`src/rtl/fpstk_pkg.sv`:
```
package fpstk_pkg;
  localparam int MANT_W = 64;
  localparam int SEXP_W = 16;
  localparam int DEPTH  = 8;

  typedef enum logic [1:0] {
    TAG_VALID   = 2'b00,
    TAG_ZERO    = 2'b01,
    TAG_SPECIAL = 2'b10,
    TAG_EMPTY   = 2'b11
  } tag_e;

  typedef enum logic [1:0] {
    OP_NOP  = 2'b00,
    OP_PUSH = 2'b01,
    OP_POP  = 2'b10,
    OP_REPL = 2'b11
  } op_e;
endpackage

```
`src/rtl/fpstk_tagger.sv`:
```
module fpstk_tagger
  import fpstk_pkg::*;
#(
  parameter int MANT_W = fpstk_pkg::MANT_W,
  parameter int SEXP_W = fpstk_pkg::SEXP_W
) (
  input  logic [MANT_W-1:0] mant,
  input  logic [SEXP_W-1:0] sexp,
  output logic [1:0]        tag
);
  localparam int EXP_W = SEXP_W - 1;

  logic [EXP_W-1:0] expo;
  logic exp_zero, exp_ones, mant_zero, int_bit;

  always_comb begin
    expo      = sexp[EXP_W-1:0];
    exp_zero  = (expo == '0);
    exp_ones  = (expo == '1);
    mant_zero = (mant == '0);
    int_bit   = mant[MANT_W-1];
    if (exp_zero && mant_zero)             tag = TAG_ZERO;
    else if (exp_ones)                     tag = TAG_SPECIAL;
    else if (!exp_zero && !int_bit)        tag = TAG_SPECIAL;
    else                                   tag = TAG_VALID;
  end


  always_comb begin
    tagger_no_empty_chk: assert (tag != TAG_EMPTY);
  end
endmodule

```
`src/rtl/fpstk_topptr.sv`:
```
module fpstk_topptr #(
  parameter int DEPTH = fpstk_pkg::DEPTH,
  localparam int PTR_W = $clog2(DEPTH)
) (
  input  logic             clk,
  input  logic             rst_n,
  input  logic             dec,
  input  logic             inc,
  output logic [PTR_W-1:0] top
);
  always_ff @(posedge clk) begin
    if (!rst_n)   top <= '0;
    else if (dec) top <= top - PTR_W'(1);
    else if (inc) top <= top + PTR_W'(1);
  end


  ptr_one_move_chk: assert property (@(posedge clk) disable iff (!rst_n)
    $onehot0({dec, inc}));


  ptr_push_step_chk: assert property (@(posedge clk) disable iff (!rst_n)
    dec |=> top == $past(top) - PTR_W'(1));


  ptr_pop_step_chk: assert property (@(posedge clk) disable iff (!rst_n)
    inc |=> top == $past(top) + PTR_W'(1));
endmodule

```
`src/rtl/fpstk_regfile.sv`:
```
module fpstk_regfile
  import fpstk_pkg::*;
#(
  parameter int MANT_W = fpstk_pkg::MANT_W,
  parameter int SEXP_W = fpstk_pkg::SEXP_W,
  parameter int DEPTH  = fpstk_pkg::DEPTH,
  localparam int PTR_W = $clog2(DEPTH)
) (
  input  logic               clk,
  input  logic               rst_n,
  input  logic               we,
  input  logic [PTR_W-1:0]   wr_idx,
  input  logic [MANT_W-1:0]  wr_mant,
  input  logic [SEXP_W-1:0]  wr_sexp,
  input  logic [1:0]         wr_tag,
  input  logic               clr,
  input  logic [PTR_W-1:0]   clr_idx,
  input  logic [PTR_W-1:0]   rd_idx,
  output logic [MANT_W-1:0]  rd_mant,
  output logic [SEXP_W-1:0]  rd_sexp,
  output logic [1:0]         rd_tag,
  output logic [2*DEPTH-1:0] tags
);
  logic [MANT_W-1:0] mant_q [DEPTH];
  logic [SEXP_W-1:0] sexp_q [DEPTH];
  logic [1:0]        tag_q  [DEPTH];

  always_ff @(posedge clk) begin
    for (int k = 0; k < DEPTH; k++) begin
      if (!rst_n) begin
        mant_q[k] <= '0;
        sexp_q[k] <= '0;
        tag_q[k]  <= TAG_EMPTY;
      end else if (we && wr_idx == PTR_W'(k)) begin
        mant_q[k] <= wr_mant;
        sexp_q[k] <= wr_sexp;
        tag_q[k]  <= wr_tag;
      end else if (clr && clr_idx == PTR_W'(k)) begin
        tag_q[k]  <= TAG_EMPTY;
      end
    end
  end

  for (genvar g = 0; g < DEPTH; g++) begin : g_pack
    assign tags[2*g +: 2] = tag_q[g];
  end

  assign rd_mant = mant_q[rd_idx];
  assign rd_sexp = sexp_q[rd_idx];
  assign rd_tag  = tag_q[rd_idx];


  rf_one_access_chk: assert property (@(posedge clk) disable iff (!rst_n)
    !(we && clr));


  rf_pop_empties_chk: assert property (@(posedge clk) disable iff (!rst_n)
    clr |=> tags[2*$past(clr_idx) +: 2] == TAG_EMPTY);


  rf_write_lands_chk: assert property (@(posedge clk) disable iff (!rst_n)
    we |=> tags[2*$past(wr_idx) +: 2] == $past(wr_tag));
endmodule

```
`src/rtl/fpstk_rotstack.sv`:
```
module fpstk_rotstack
  import fpstk_pkg::*;
#(
  parameter int MANT_W = fpstk_pkg::MANT_W,
  parameter int SEXP_W = fpstk_pkg::SEXP_W,
  parameter int DEPTH  = fpstk_pkg::DEPTH,
  localparam int PTR_W = $clog2(DEPTH),
  localparam int TW_W  = 2 * DEPTH
) (
  input  logic              clk,
  input  logic              rst_n,
  input  logic              cmd_valid,
  output logic              cmd_ready,
  input  logic [1:0]        cmd_op,
  input  logic [MANT_W-1:0] cmd_mant,
  input  logic [SEXP_W-1:0] cmd_sexp,
  input  logic [PTR_W-1:0]  rd_sel,
  output logic [MANT_W-1:0] rd_mant,
  output logic [SEXP_W-1:0] rd_sexp,
  output logic [1:0]        rd_tag,
  output logic              rd_invalid,
  output logic              op_invalid,
  output logic [PTR_W-1:0]  top_ptr,
  output logic [TW_W-1:0]   tag_word
);
  logic [PTR_W-1:0] top, tgt, wr_idx, rd_idx;
  logic [1:0]       new_tag, tag_top, tag_tgt;
  logic push_req, pop_req, repl_req;
  logic push_bad, pop_bad, repl_bad;
  logic push_ok, pop_ok, repl_ok, we;

  assign cmd_ready = 1'b1;

  always_comb begin
    tgt      = top - PTR_W'(1);
    tag_top  = tag_word[2*top +: 2];
    tag_tgt  = tag_word[2*tgt +: 2];
    push_req = cmd_valid && (cmd_op == OP_PUSH);
    pop_req  = cmd_valid && (cmd_op == OP_POP);
    repl_req = cmd_valid && (cmd_op == OP_REPL);
    push_bad = push_req && (tag_tgt != TAG_EMPTY);
    pop_bad  = pop_req  && (tag_top == TAG_EMPTY);
    repl_bad = repl_req && (tag_top == TAG_EMPTY);
    push_ok  = push_req && !push_bad;
    pop_ok   = pop_req  && !pop_bad;
    repl_ok  = repl_req && !repl_bad;
    we       = push_ok || repl_ok;
    wr_idx   = push_ok ? tgt : top;
    rd_idx   = top + rd_sel;
    op_invalid = push_bad || pop_bad || repl_bad;
  end

  fpstk_tagger #(.MANT_W(MANT_W), .SEXP_W(SEXP_W)) u_tagger (
    .mant(cmd_mant), .sexp(cmd_sexp), .tag(new_tag)
  );

  fpstk_topptr #(.DEPTH(DEPTH)) u_ptr (
    .clk(clk), .rst_n(rst_n), .dec(push_ok), .inc(pop_ok), .top(top)
  );

  fpstk_regfile #(.MANT_W(MANT_W), .SEXP_W(SEXP_W), .DEPTH(DEPTH)) u_rf (
    .clk(clk), .rst_n(rst_n),
    .we(we), .wr_idx(wr_idx), .wr_mant(cmd_mant), .wr_sexp(cmd_sexp),
    .wr_tag(new_tag),
    .clr(pop_ok), .clr_idx(top),
    .rd_idx(rd_idx), .rd_mant(rd_mant), .rd_sexp(rd_sexp), .rd_tag(rd_tag),
    .tags(tag_word)
  );

  assign top_ptr    = top;
  assign rd_invalid = (rd_tag == TAG_EMPTY);


  reset_empty_chk: assert property (@(posedge clk) disable iff (!rst_n)
    $rose(rst_n) |-> (tag_word == '1) && (top_ptr == '0));


  fault_freezes_chk: assert property (@(posedge clk) disable iff (!rst_n)
    op_invalid |=> $stable(top_ptr) && $stable(tag_word));


  repl_keeps_ptr_chk: assert property (@(posedge clk) disable iff (!rst_n)
    repl_req |=> $stable(top_ptr));


  idle_no_change_chk: assert property (@(posedge clk) disable iff (!rst_n)
    (!cmd_valid || cmd_op == OP_NOP) |=> $stable(top_ptr) && $stable(tag_word));


  idle_no_fault_chk: assert property (@(posedge clk) disable iff (!rst_n)
    !cmd_valid |-> !op_invalid);
endmodule

```
`config.mk`:
```
export PLATFORM = sky130hd
export DESIGN_NAME = fpstk_rotstack
export DESIGN_NICKNAME = d
export VERILOG_FILES = /design/src/rtl/fpstk_pkg.sv /design/src/rtl/fpstk_tagger.sv /design/src/rtl/fpstk_topptr.sv /design/src/rtl/fpstk_regfile.sv /design/src/rtl/fpstk_rotstack.sv
export SDC_FILE = /design/constraint.sdc
export NUM_CORES = 1
export LEC_CHECK = 0
export BUFFER_PORTS_ARGS = -buffer_cell sky130_fd_sc_hd__buf_2
export CELL_PAD_IN_SITES_DETAIL_PLACEMENT = 1
export CELL_PAD_IN_SITES_GLOBAL_PLACEMENT = 1
export CORE_ASPECT_RATIO = 0.5
export CORE_MARGIN = 5
export CORE_UTILIZATION = 51
export DETAILED_ROUTE_END_ITERATION = 12
export GPL_ROUTABILITY_DRIVEN = 0
export PLACE_DENSITY = 0.8
export SYNTH_ARGS = -nofsm -noshare
export SYNTH_HDL_FRONTEND = slang
export SYNTH_SLANG_ARGS = --single-unit
```
`constraint.sdc`:
```
create_clock -name clk -period 6.75 [get_ports clk]
set_input_delay 0.3375 -clock clk [delete_from_list [all_inputs] [get_ports clk]]
set_output_delay 0.3375 -clock clk [all_outputs]
set_load 0.05 [all_outputs]
```
==> flow_metrics.py, run 1 <==
metrics = {
    "run_status": {
        "status": "finished clean",
    },
    "job": {
        "max_cap_viol_count": 0,
    },
    "logic_synthesis": {
        "synth_top_cell_by_area": "edfxtp_1",
        "synth.top_cells.by_count": "edfxtp_1, nor2_1, mux4_2, nand2_1, mux2_2",
        "synth_edf_count": 656,
        "synthTopCellsByArea": "edfxtp_1, mux4_2, nor2_1, mux2_2, nand2_1",
        "async_flop_share_pct": 0,
        "synth_top_area_share_pct": 68.6,
        "syn_inst": 1909,
        "yosys_warnings": 0,
        "syn_area_sq_mm": 0.0287,
        "synthFlopType": "edfxtp_1",
        "ys_seq_area_share_pct": 68.8,
        "synth_area_per_cell_sq_um": 15.1,
        "synth.most_common_cell": "edfxtp_1",
        "synth-seq-cells": 659,
        "syn_nets": 2009,
        "yosysUniqueCellTypes": 45,
    },
    "final_layout": {
        "area_growth_pct": 12.4,
        "multi_input_area_sq_mm": 0.00841,
        "n_fill_cell": 5162,
        "final_core_util_pct": 58.1,
        "register_area_sq_mm": 0.0198,
        "fin_nets": 2165,
        "drive_above_1_share_pct": 27.0,
    },
    "timing": {
        "finalClockSkew_ps": 17.6,
        "timing.final.crit_share_pct": 75.1,
        "fin_crit_ps": 5070,
        "slew_headroom_pct": 26.4,
        "whs_ps": 228,
        "setup_viol": 0,
        "drv_slew": 0,
        "timing.fmax_mhz": 197,
        "tns_ps": 0,
        "hold_viol": 0,
        "rsz0062_at_grt": "no",
        "worstMarginPinSlew_ps": 1090,
    },
    "floorplanning": {
        "fp.dieW_um": 346,
        "core_sq_mm": 0.0556,
        "io_pins": 192,
        "num_rows": 61,
        "die_y_um": 178,
        "start_util_pct": 51.6,
        "dieArea_sq_mm": 0.0615,
    },
    "critical_path": {
        "endpoint": "u_rf.tag_q[4][1]",
        "cp.arrival_ps": 5320,
        "rr_startpoint": "u_ptr.top[0]",
        "crit_type": "flip-flop to flip-flop",
        "crit_path_start_kind": "flip-flop",
        "endpoint_kind": "flip-flop",
        "r2r_end": "u_rf.tag_q[4][1]",
        "crit_start": "u_ptr.top[0]",
        "r2r_slack_ps": 1680,
        "ff2ff_path_depth": 12,
        "cp_max_fo": 56,
        "crit_required_ps": 7010,
    },
    "grt": {
        "grt_max_degree": 129,
        "grt_pass1_vias": 19300,
        "track_usage_pct": 27.1,
        "antenna_found_initial": 5,
        "overflow": 0,
        "grt_pass1_wl_um": 124000,
    },
    "power_and_ir_drop": {
        "power.static_leakage_nw": 11.2,
        "powerDensity_mw_per_mm2": 302,
        "ir_drop_mv": 0.179,
    },
    "routing": {
        "drt_first_pass_iters": 5,
        "avgViaCountPerCell": 6.25,
        "post_drt_wl_per_cell_um": 29.2,
        "vias": 18000,
        "routed_wl_um": 83900,
        "first_iter_violations": 2007,
        "final_antenna_net_count": 0,
        "drc": 0,
    },
    "worst_hold_path": {
        "hold_class": "input pin to flip-flop",
    },
    "clock_tree": {
        "cts-resized-gates": 0,
        "cts_buffers": 57,
        "path_clk_slew_ps": 70,
        "clkSinkCount": 659,
        "htreeDepth": 2,
        "root_buffer": "clkbuf_16",
        "worstSkewPairLatency_ps": 610,
        "cts_buffer_depth": 3,
        "cts_tree": "built",
        "post_cts_buffers": 0,
        "hold_buffers": 0,
    },
    "placed_design": {
        "portBuffers": 190,
        "dpl.hpwl_um": 48900,
    },
}
worst min-delay path by stage:
stage / depth (start not counted) / to / from
detailed placement: 2 / u_ptr.top[2] / u_ptr.top[2]
finish: 3 / u_rf.sexp_q[4][15] / cmd_sexp[15]
global placement: 2 / u_ptr.top[2] / u_ptr.top[2]
CTS: 3 / u_rf.sexp_q[2][15] / cmd_sexp[15]
floorplan: 3 / u_ptr.top[0] / rst_n
global route: 3 / u_rf.sexp_q[5][15] / cmd_sexp[15]
cell usage in the layout (no fill, tap or decap), types with 6 or more instances in the layout:
master / count
clkinv_1: 14
nand4_1: 10
edfxtp_1: 656
buf_4: 37
nor2_1: 642
bufinv_16: 6
nand3_1: 11
buf_2: 189
clkinv_2: 6
nor4_1: 19
mux4_2: 167
ha_1: 10
nand2_1: 94
clkbuf_1: 17
nand2b_1: 16
o311ai_0: 6
nand2_4: 8
inv_1: 10
clkbuf_16: 59
mux2_2: 84
routing by layer:
metal  wire (um)  track usage, %  vias up  share of wire (%)
met1       31600            34.3     9515                 38
met4        2420            8.41        0                2.9
met3        5890            4.11      156                7.0
met5           0               0        -                  0
li1            -               -     7381                  -
met2       43900            48.8      904                 52
stage by stage:
| stage | total power [mW] | instance area (sq um) | setup WS, ps | cells |
|---|---|---|---|---|
| finish | 9.75 | 32300 | 1680 | 2871 |
| floorplan | 6.03 | 28700 | 891 | 1909 |
| global placement | 6.48 | 30500 | 1940 | 2762 |
| global route | 10.0 | 32300 | 1470 | 2870 |
| CTS | 9.78 | 32300 | 1750 | 2866 |
| detailed placement | 6.52 | 30500 | 1770 | 2762 |
final cells by class:
type                            instances  share of cell area, %
Sequential cell                       659                   61.2
Antenna cell                            5                 0.0387
Tap cell                              756                   2.93
Multi-Input combinational cell       1106                   26.0
Clock buffer                           76                   4.77
Timing Repair Buffer                  230                   4.04
Clock inverter                         28                  0.879
Inverter                               11                  0.128
worst max-delay path, stage by stage, from the launching register on:
cell and delay (ps):
dfxtp_1 580, inv_1 280, ha_1 510, nand3_1 180
o21ai_1 80, mux4_2 550, nand2_1 240, inv_1 100
ha_1 330, o211ai_1 190, buf_4 480, buf_4 760
o311ai_0 400
state kept, by name (all words and copies together), names as in the netlist:
register,count
u_ptr.top,3
u_rf.sexp_q,128
u_rf.tag_q,16
u_rf.mant_q,512
power breakdown:
part	internal, mW	switching, mW
sequential	4.67	0.0631
combinational	0.555	1.14
clock	1.83	1.49
total	7.05	2.70
logic make-up (layout without fill, tap and decap cells):
group | Yosys count | in the layout | synth area share [%]
XOR/XNOR | 3 | 3 | 0.0915
other | 1 | 6 | 0.0131
multiplexers | 253 | 253 | 16.5
adder cells (fa/ha/maj) | 12 | 12 | 0.549
buffers and inverters | 144 | 345 | 2.27
flip-flops | 659 | 659 | 68.8
AND/OR/NAND/NOR | 809 | 809 | 11.1
AO/OA/AOI/OAI | 28 | 28 | 0.736
(Power assumes the default switching activity.)
==> run 2: changes to the inputs <==
--- a/config.mk
+++ b/config.mk
@@ -10,10 +10,10 @@
 export CELL_PAD_IN_SITES_GLOBAL_PLACEMENT = 1
 export CORE_ASPECT_RATIO = 0.5
 export CORE_MARGIN = 5
-export CORE_UTILIZATION = 51
+export CORE_UTILIZATION = 46
 export DETAILED_ROUTE_END_ITERATION = 12
 export GPL_ROUTABILITY_DRIVEN = 0
-export PLACE_DENSITY = 0.8
+export PLACE_DENSITY = 0.77
 export SYNTH_ARGS = -nofsm -noshare
 export SYNTH_HDL_FRONTEND = slang
 export SYNTH_SLANG_ARGS = --single-unit
==> constraint.sdc (replaced) <==
create_clock -name clk -period 4.6 [get_ports clk]
set_input_delay 0.23 -clock clk [delete_from_list [all_inputs] [get_ports clk]]
set_output_delay 0.23 -clock clk [all_outputs]
set_load 0.05 [all_outputs]
==> run 2 against run 1 <==
Clock power up 49%. Total power is 48% higher. Count of clock-buffer cells in the layout rose by 10. Sequential share of layout area is 0.84 points lower. First-iteration DRC count down 14%. Via count shrank 2.2%. Global-route usage down 2.4 points. Largest cell class unchanged.
==> flow_metrics.py, run 2 (synthesis results as in run 1) <==
metrics = {
    "floorplanning": {
        "fp.dieW_um": 363,
        "die_y_um": 187,
        "dieArea_sq_mm": 0.0679,
        "num_rows": 64,
        "core_sq_mm": 0.0615,
        "io_pins": 192,
        "start_util_pct": 46.7,
    },
    "critical_path": {
        "ff2ff_path_depth": 12,
        "path_cells": "buf_4 > ha_4 > fa_4 > xnor2_1 > xnor2_2 > buf_12 > mux4_2 > mux2_2 > buf_2",
        "cp.depth": 9,
        "crit_type": "flip-flop to output port",
        "r2r_slack_ps": 330,
        "endpoint_kind": "output port",
        "path_buf_inv": 3,
        "crit_path_start_kind": "flip-flop",
        "cpPeakStageDelay_ps": 770,
        "slowest_stage": "xnor2_2",
        "cp.arrival_ps": 4200,
        "rr_startpoint": "u_ptr.top[0]",
        "crit_required_ps": 4370,
        "crit_family": "XOR/XNOR gates",
        "r2r_end": "u_rf.tag_q[3][1]",
        "endpoint": "rd_mant[61]",
        "crit_start": "u_ptr.top[0]",
        "cp_max_fo": 83,
    },
    "routing": {
        "post_drt_wl_per_cell_um": 28.5,
        "final_antenna_net_count": 0,
        "routed_wl_um": 84300,
        "vias": 17600,
        "drt_first_pass_iters": 5,
        "drc": 0,
        "avgViaCountPerCell": 5.95,
        "first_iter_violations": 1722,
    },
    "placed_design": {
        "dpl.hpwl_um": 48200,
        "portBuffers": 190,
        "dpl_cell_area_sq_mm": 0.0309,
    },
    "clock_tree": {
        "cts_buffers": 59,
        "clkSinkCount": 659,
        "worstSkewPairLatency_ps": 630,
        "hold_buffers": 0,
        "root_buffer": "clkbuf_16",
        "cts_buffer_depth": 3,
        "path_clk_slew_ps": 70,
        "htreeDepth": 2,
        "cts-resized-gates": 0,
        "cts_tree": "built",
        "post_cts_buffers": 0,
    },
    "grt": {
        "grt_pass1_vias": 19000,
        "antenna_found_initial": 1,
        "overflow": 0,
        "grt_max_degree": 84,
        "grt_pass1_wl_um": 124000,
        "track_usage_pct": 24.7,
    },
    "timing": {
        "hold_viol": 0,
        "finalClockSkew_ps": 21.3,
        "tns_ps": 0,
        "timing.final.crit_share_pct": 96.3,
        "worstMarginPinSlew_ps": 1160,
        "drv_slew": 0,
        "rsz0062_at_grt": "no",
        "setup_viol": 0,
        "fin_crit_ps": 4430,
        "slew_headroom_pct": 22.3,
        "timing.fmax_mhz": 226,
    },
    "worst_hold_path": {
        "min_path_cells": 3,
        "hold_class": "input pin to flip-flop",
        "hold_path_startpoint": "cmd_mant[15]",
    },
    "power_and_ir_drop": {
        "p_total_mw": 14.4,
        "ir_drop_mv": 0.280,
        "powerDensity_mw_per_mm2": 441,
        "power.static_leakage_nw": 11.4,
    },
    "final_layout": {
        "fin_nets": 2178,
        "insertedDiodeCount": 0,
        "final_cell_area_sq_mm": 0.0328,
        "top_register": "u_rf.mant_q",
        "final_common_cell": "edfxtp_1",
        "area_growth_pct": 14.0,
        "drive_above_1_share_pct": 27.8,
        "n_fill_cell": 5888,
        "largest_register_ffs": 512,
        "largestRegisters": "u_rf.mant_q (512), u_rf.sexp_q (128), u_rf.tag_q (16)",
        "final_cell_mix": "edfxtp_1, nor2_1, buf_2",
    },
    "run_status": {
        "status": "finished clean",
    },
    "job": {
        "max_cap_viol_count": 0,
    },
}
run 2: cell types whose count changed in the layout (fill, tap and decap cells not counted):
cell / delta
clkinv_4: -1
clkinv_1: -2
clkbuf_8: +11
buf_4: -7
clkbuf_1: -1
nor4_1: -1
clkinv_2: +1
nor4_2: +1
buf_12: +18
inv_6: +2
bufinv_16: -3
diode_2: -5
run 2: final cells by class:
cell class	count	area [sq um]	share of cell area [%]
clock buffers	86	1690	5.15
clock inverters	25	200	0.611
inverters	11	41.3	0.126
multi-input cells	1106	8420	25.7
flip-flops and latches	659	19800	60.3
well taps	825	1030	3.15
repair buffers	241	1610	4.92
run 2: worst reg2reg max path: cells and delay by family, from the launching register on:
| family | cells | cell delay [ps] |
|---|---|---|
| buf+inv | 4 | 1340 |
| simple gates | 4 | 860 |
| fa+ha+maj | 2 | 790 |
| mux | 1 | 550 |
| flops | 1 | 340 |
| compound gates | 1 | 80 |
run 2: per-stage QoR:
step | setup WS, ps | utilization (%) | hold slack [ps] | std cells
global route | 56.7 | 53.3 | 113 | 2953
finish | 171 | 53.3 | 97.8 | 2953
floorplan | -72.6 | - | 528 | 1909
detailed placement | 404 | 50.2 | 676 | 2842
CTS | 172 | 53.3 | 66.1 | 2953
global placement | 497 | 50.2 | 637 | 2842
run 2: worst min path at each step:
stage                               to
finish              u_rf.mant_q[4][15]
global route        u_rf.mant_q[4][15]
CTS                 u_rf.mant_q[7][49]
detailed placement        u_ptr.top[1]
global placement          u_ptr.top[2]
floorplan                 u_ptr.top[0]
run 2: layer usage:
layer,track usage (%),wire (um)
met1,31.4,32500
met2,43.6,43500
met3,3.92,5370
met4,7.85,2920
met5,0,13
run 2: where the power goes:
part	switching [mW]	leakage (nW)	internal, mW
combinational	1.71	3.74	0.852
clock	2.24	0.926	2.71
sequential	0.0783	6.75	6.85
==> run 3: changes to the inputs <==
==> constraint.sdc (replaced) <==
create_clock -name clk -period 4.6 [get_ports clk]
set_input_delay 0.92 -clock clk [delete_from_list [all_inputs] [get_ports clk]]
set_output_delay 0.92 -clock clk [all_outputs]
set_load 0.05 [all_outputs]
==> run 3 against run 2 <==
Design area rose by 0.64%. Highest routed layer unchanged. Total power down 1.2%. Critical path type unchanged. Critical endpoint is now rd_mant[58]. Final cell count grew 0.64%. Utilization grew 0.34 points. Routed wire length up 3.1%.
==> flow_metrics.py, run 3 (synthesis results as in run 1) <==
metrics = {
    "run_status": {
        "status": "finished clean",
    },
    "floorplanning": {
        "core_sq_mm": 0.0615,
        "fp.dieW_um": 363,
        "num_rows": 64,
        "dieArea_sq_mm": 0.0679,
        "start_util_pct": 46.7,
        "io_pins": 192,
        "die_y_um": 187,
    },
    "timing": {
        "slew_headroom_pct": 35.6,
        "finalClockSkew_ps": 16.2,
        "whs_ps": 641,
        "rsz0062_at_grt": "no",
        "fin_crit_ps": 4410,
        "fin_ws_ps": 186,
        "hold_viol": 0,
        "timing.fmax_mhz": 227,
        "drv_slew": 0,
        "worstMarginPinSlew_ps": 954,
        "setup_viol": 0,
        "timing.final.crit_share_pct": 96.0,
        "tns_ps": 0,
    },
    "clock_tree": {
        "path_clk_slew_ps": 70,
        "worstSkewPairLatency_ps": 600,
        "htreeDepth": 2,
        "root_buffer": "clkbuf_16",
        "hold_buffers": 0,
        "cts_buffer_depth": 3,
        "cts_buffers": 59,
        "clkSinkCount": 659,
        "cts_tree": "built",
    },
    "power_and_ir_drop": {
        "ir_drop_mv": 0.277,
        "power.static_leakage_nw": 11.5,
        "powerDensity_mw_per_mm2": 433,
    },
    "critical_path": {
        "crit_required_ps": 3680,
        "cp_max_fo": 66,
        "rr_startpoint": "u_ptr.top[0]",
        "cp.arrival_ps": 3490,
        "endpoint_kind": "output port",
        "crit_start": "u_ptr.top[0]",
        "crit_path_start_kind": "flip-flop",
        "crit_type": "flip-flop to output port",
    },
    "routing": {
        "final_antenna_net_count": 0,
        "routed_wl_um": 86900,
        "drc": 0,
        "first_iter_violations": 1783,
        "drt_first_pass_iters": 5,
        "vias": 17900,
        "avgViaCountPerCell": 6.03,
        "post_drt_wl_per_cell_um": 29.2,
    },
    "final_layout": {
        "area_growth_pct": 14.7,
        "largestRegisters": "u_rf.mant_q (512), u_rf.sexp_q (128), u_rf.tag_q (16)",
        "drive_above_1_share_pct": 28.2,
        "final_common_cell": "edfxtp_1",
        "largest_register_ffs": 512,
        "top_register": "u_rf.mant_q",
        "fin_nets": 2196,
        "final_cell_mix": "edfxtp_1, nor2_1, buf_2",
    },
    "placed_design": {
        "portBuffers": 190,
        "dpl.hpwl_um": 49700,
        "pre_cts_ws_ps": 123,
    },
    "worst_hold_path": {
        "hold_class": "flip-flop to flip-flop",
        "hold_path_startpoint": "u_ptr.top[2]",
    },
    "job": {
        "max_cap_viol_count": 0,
    },
    "grt": {
        "grt_pass1_vias": 19700,
        "antenna_found_initial": 8,
        "overflow": 0,
        "grt_max_degree": 84,
        "track_usage_pct": 25.5,
        "grt_pass1_wl_um": 129000,
    },
}
[run 3: path summary, 6_finish.rpt]
| kind | endpoint | cells past startpoint | slack (ps) |
|---|---|---|---|
| hold / removal | u_ptr.top[2] | 2 | 640 |
| setup reg to reg | u_rf.sexp_q[2][1] | 12 | 570 |
| hold reg to reg | u_ptr.top[2] | 2 | 640 |
| setup / recovery | rd_mant[58] | 9 | 190 |
[run 3: final cells by class]
| class | count | area [sq um] |
|---|---|---|
| Tap cell | 825 | 1030 |
| Timing Repair Buffer | 259 | 1920 |
| Clock buffer | 74 | 1580 |
| Multi-Input combinational cell | 1106 | 8430 |
| Sequential cell | 659 | 19800 |
| Clock inverter | 32 | 193 |
| Inverter | 11 | 41.3 |
| Antenna cell | 6 | 15.0 |
| Fill cell | 5927 | 28500 |
[run 3: what timing repair did]
item	4_1_cts	5_1_grt
endpoints found under the setup margin	0	32
buffers inserted	0	0
endpoints found under the hold margin	0	0
resized for setup	0	3
[run 3: power breakdown]
| part | leakage, nW | switching, mW | internal [mW] |
|---|---|---|---|
| clock network | 0.871 | 2.18 | 2.52 |
| registers | 6.75 | 0.0823 | 6.85 |
| logic | 3.90 | 1.72 | 0.900 |
[run 3: through the flow]
stage	cells	cell area (sq um)	power (mW)	utilization, %
5_1_grt	2971	33000	14.7	53.6
4_1_cts	2966	32900	14.3	53.5
6_report	2972	33000	14.3	53.6
3_3_place_gp	2860	31200	9.63	50.7
3_5_place_dp	2860	31200	9.69	50.7
2_1_floorplan	1909	28800	8.83	-
[run 3: layer usage]
metal | global-route usage [%] | up-vias | wire length, um
met5 | 0 | - | 26
met4 | 9.43 | 4 | 3310
met3 | 4.12 | 177 | 5940
met2 | 44.9 | 776 | 45000
met1 | 32.1 | 9507 | 32600
li1 | - | 7450 | -
[run 3: worst max-delay path: stages (launching register included)]
cell       delay [ps]
dfxtp_1           320
buf_4             180
ha_4              160
fa_4              430
xnor2_2           230
xnor2_2           170
clkbuf_16         410
mux4_2            390
mux2_2            310
buf_2             220
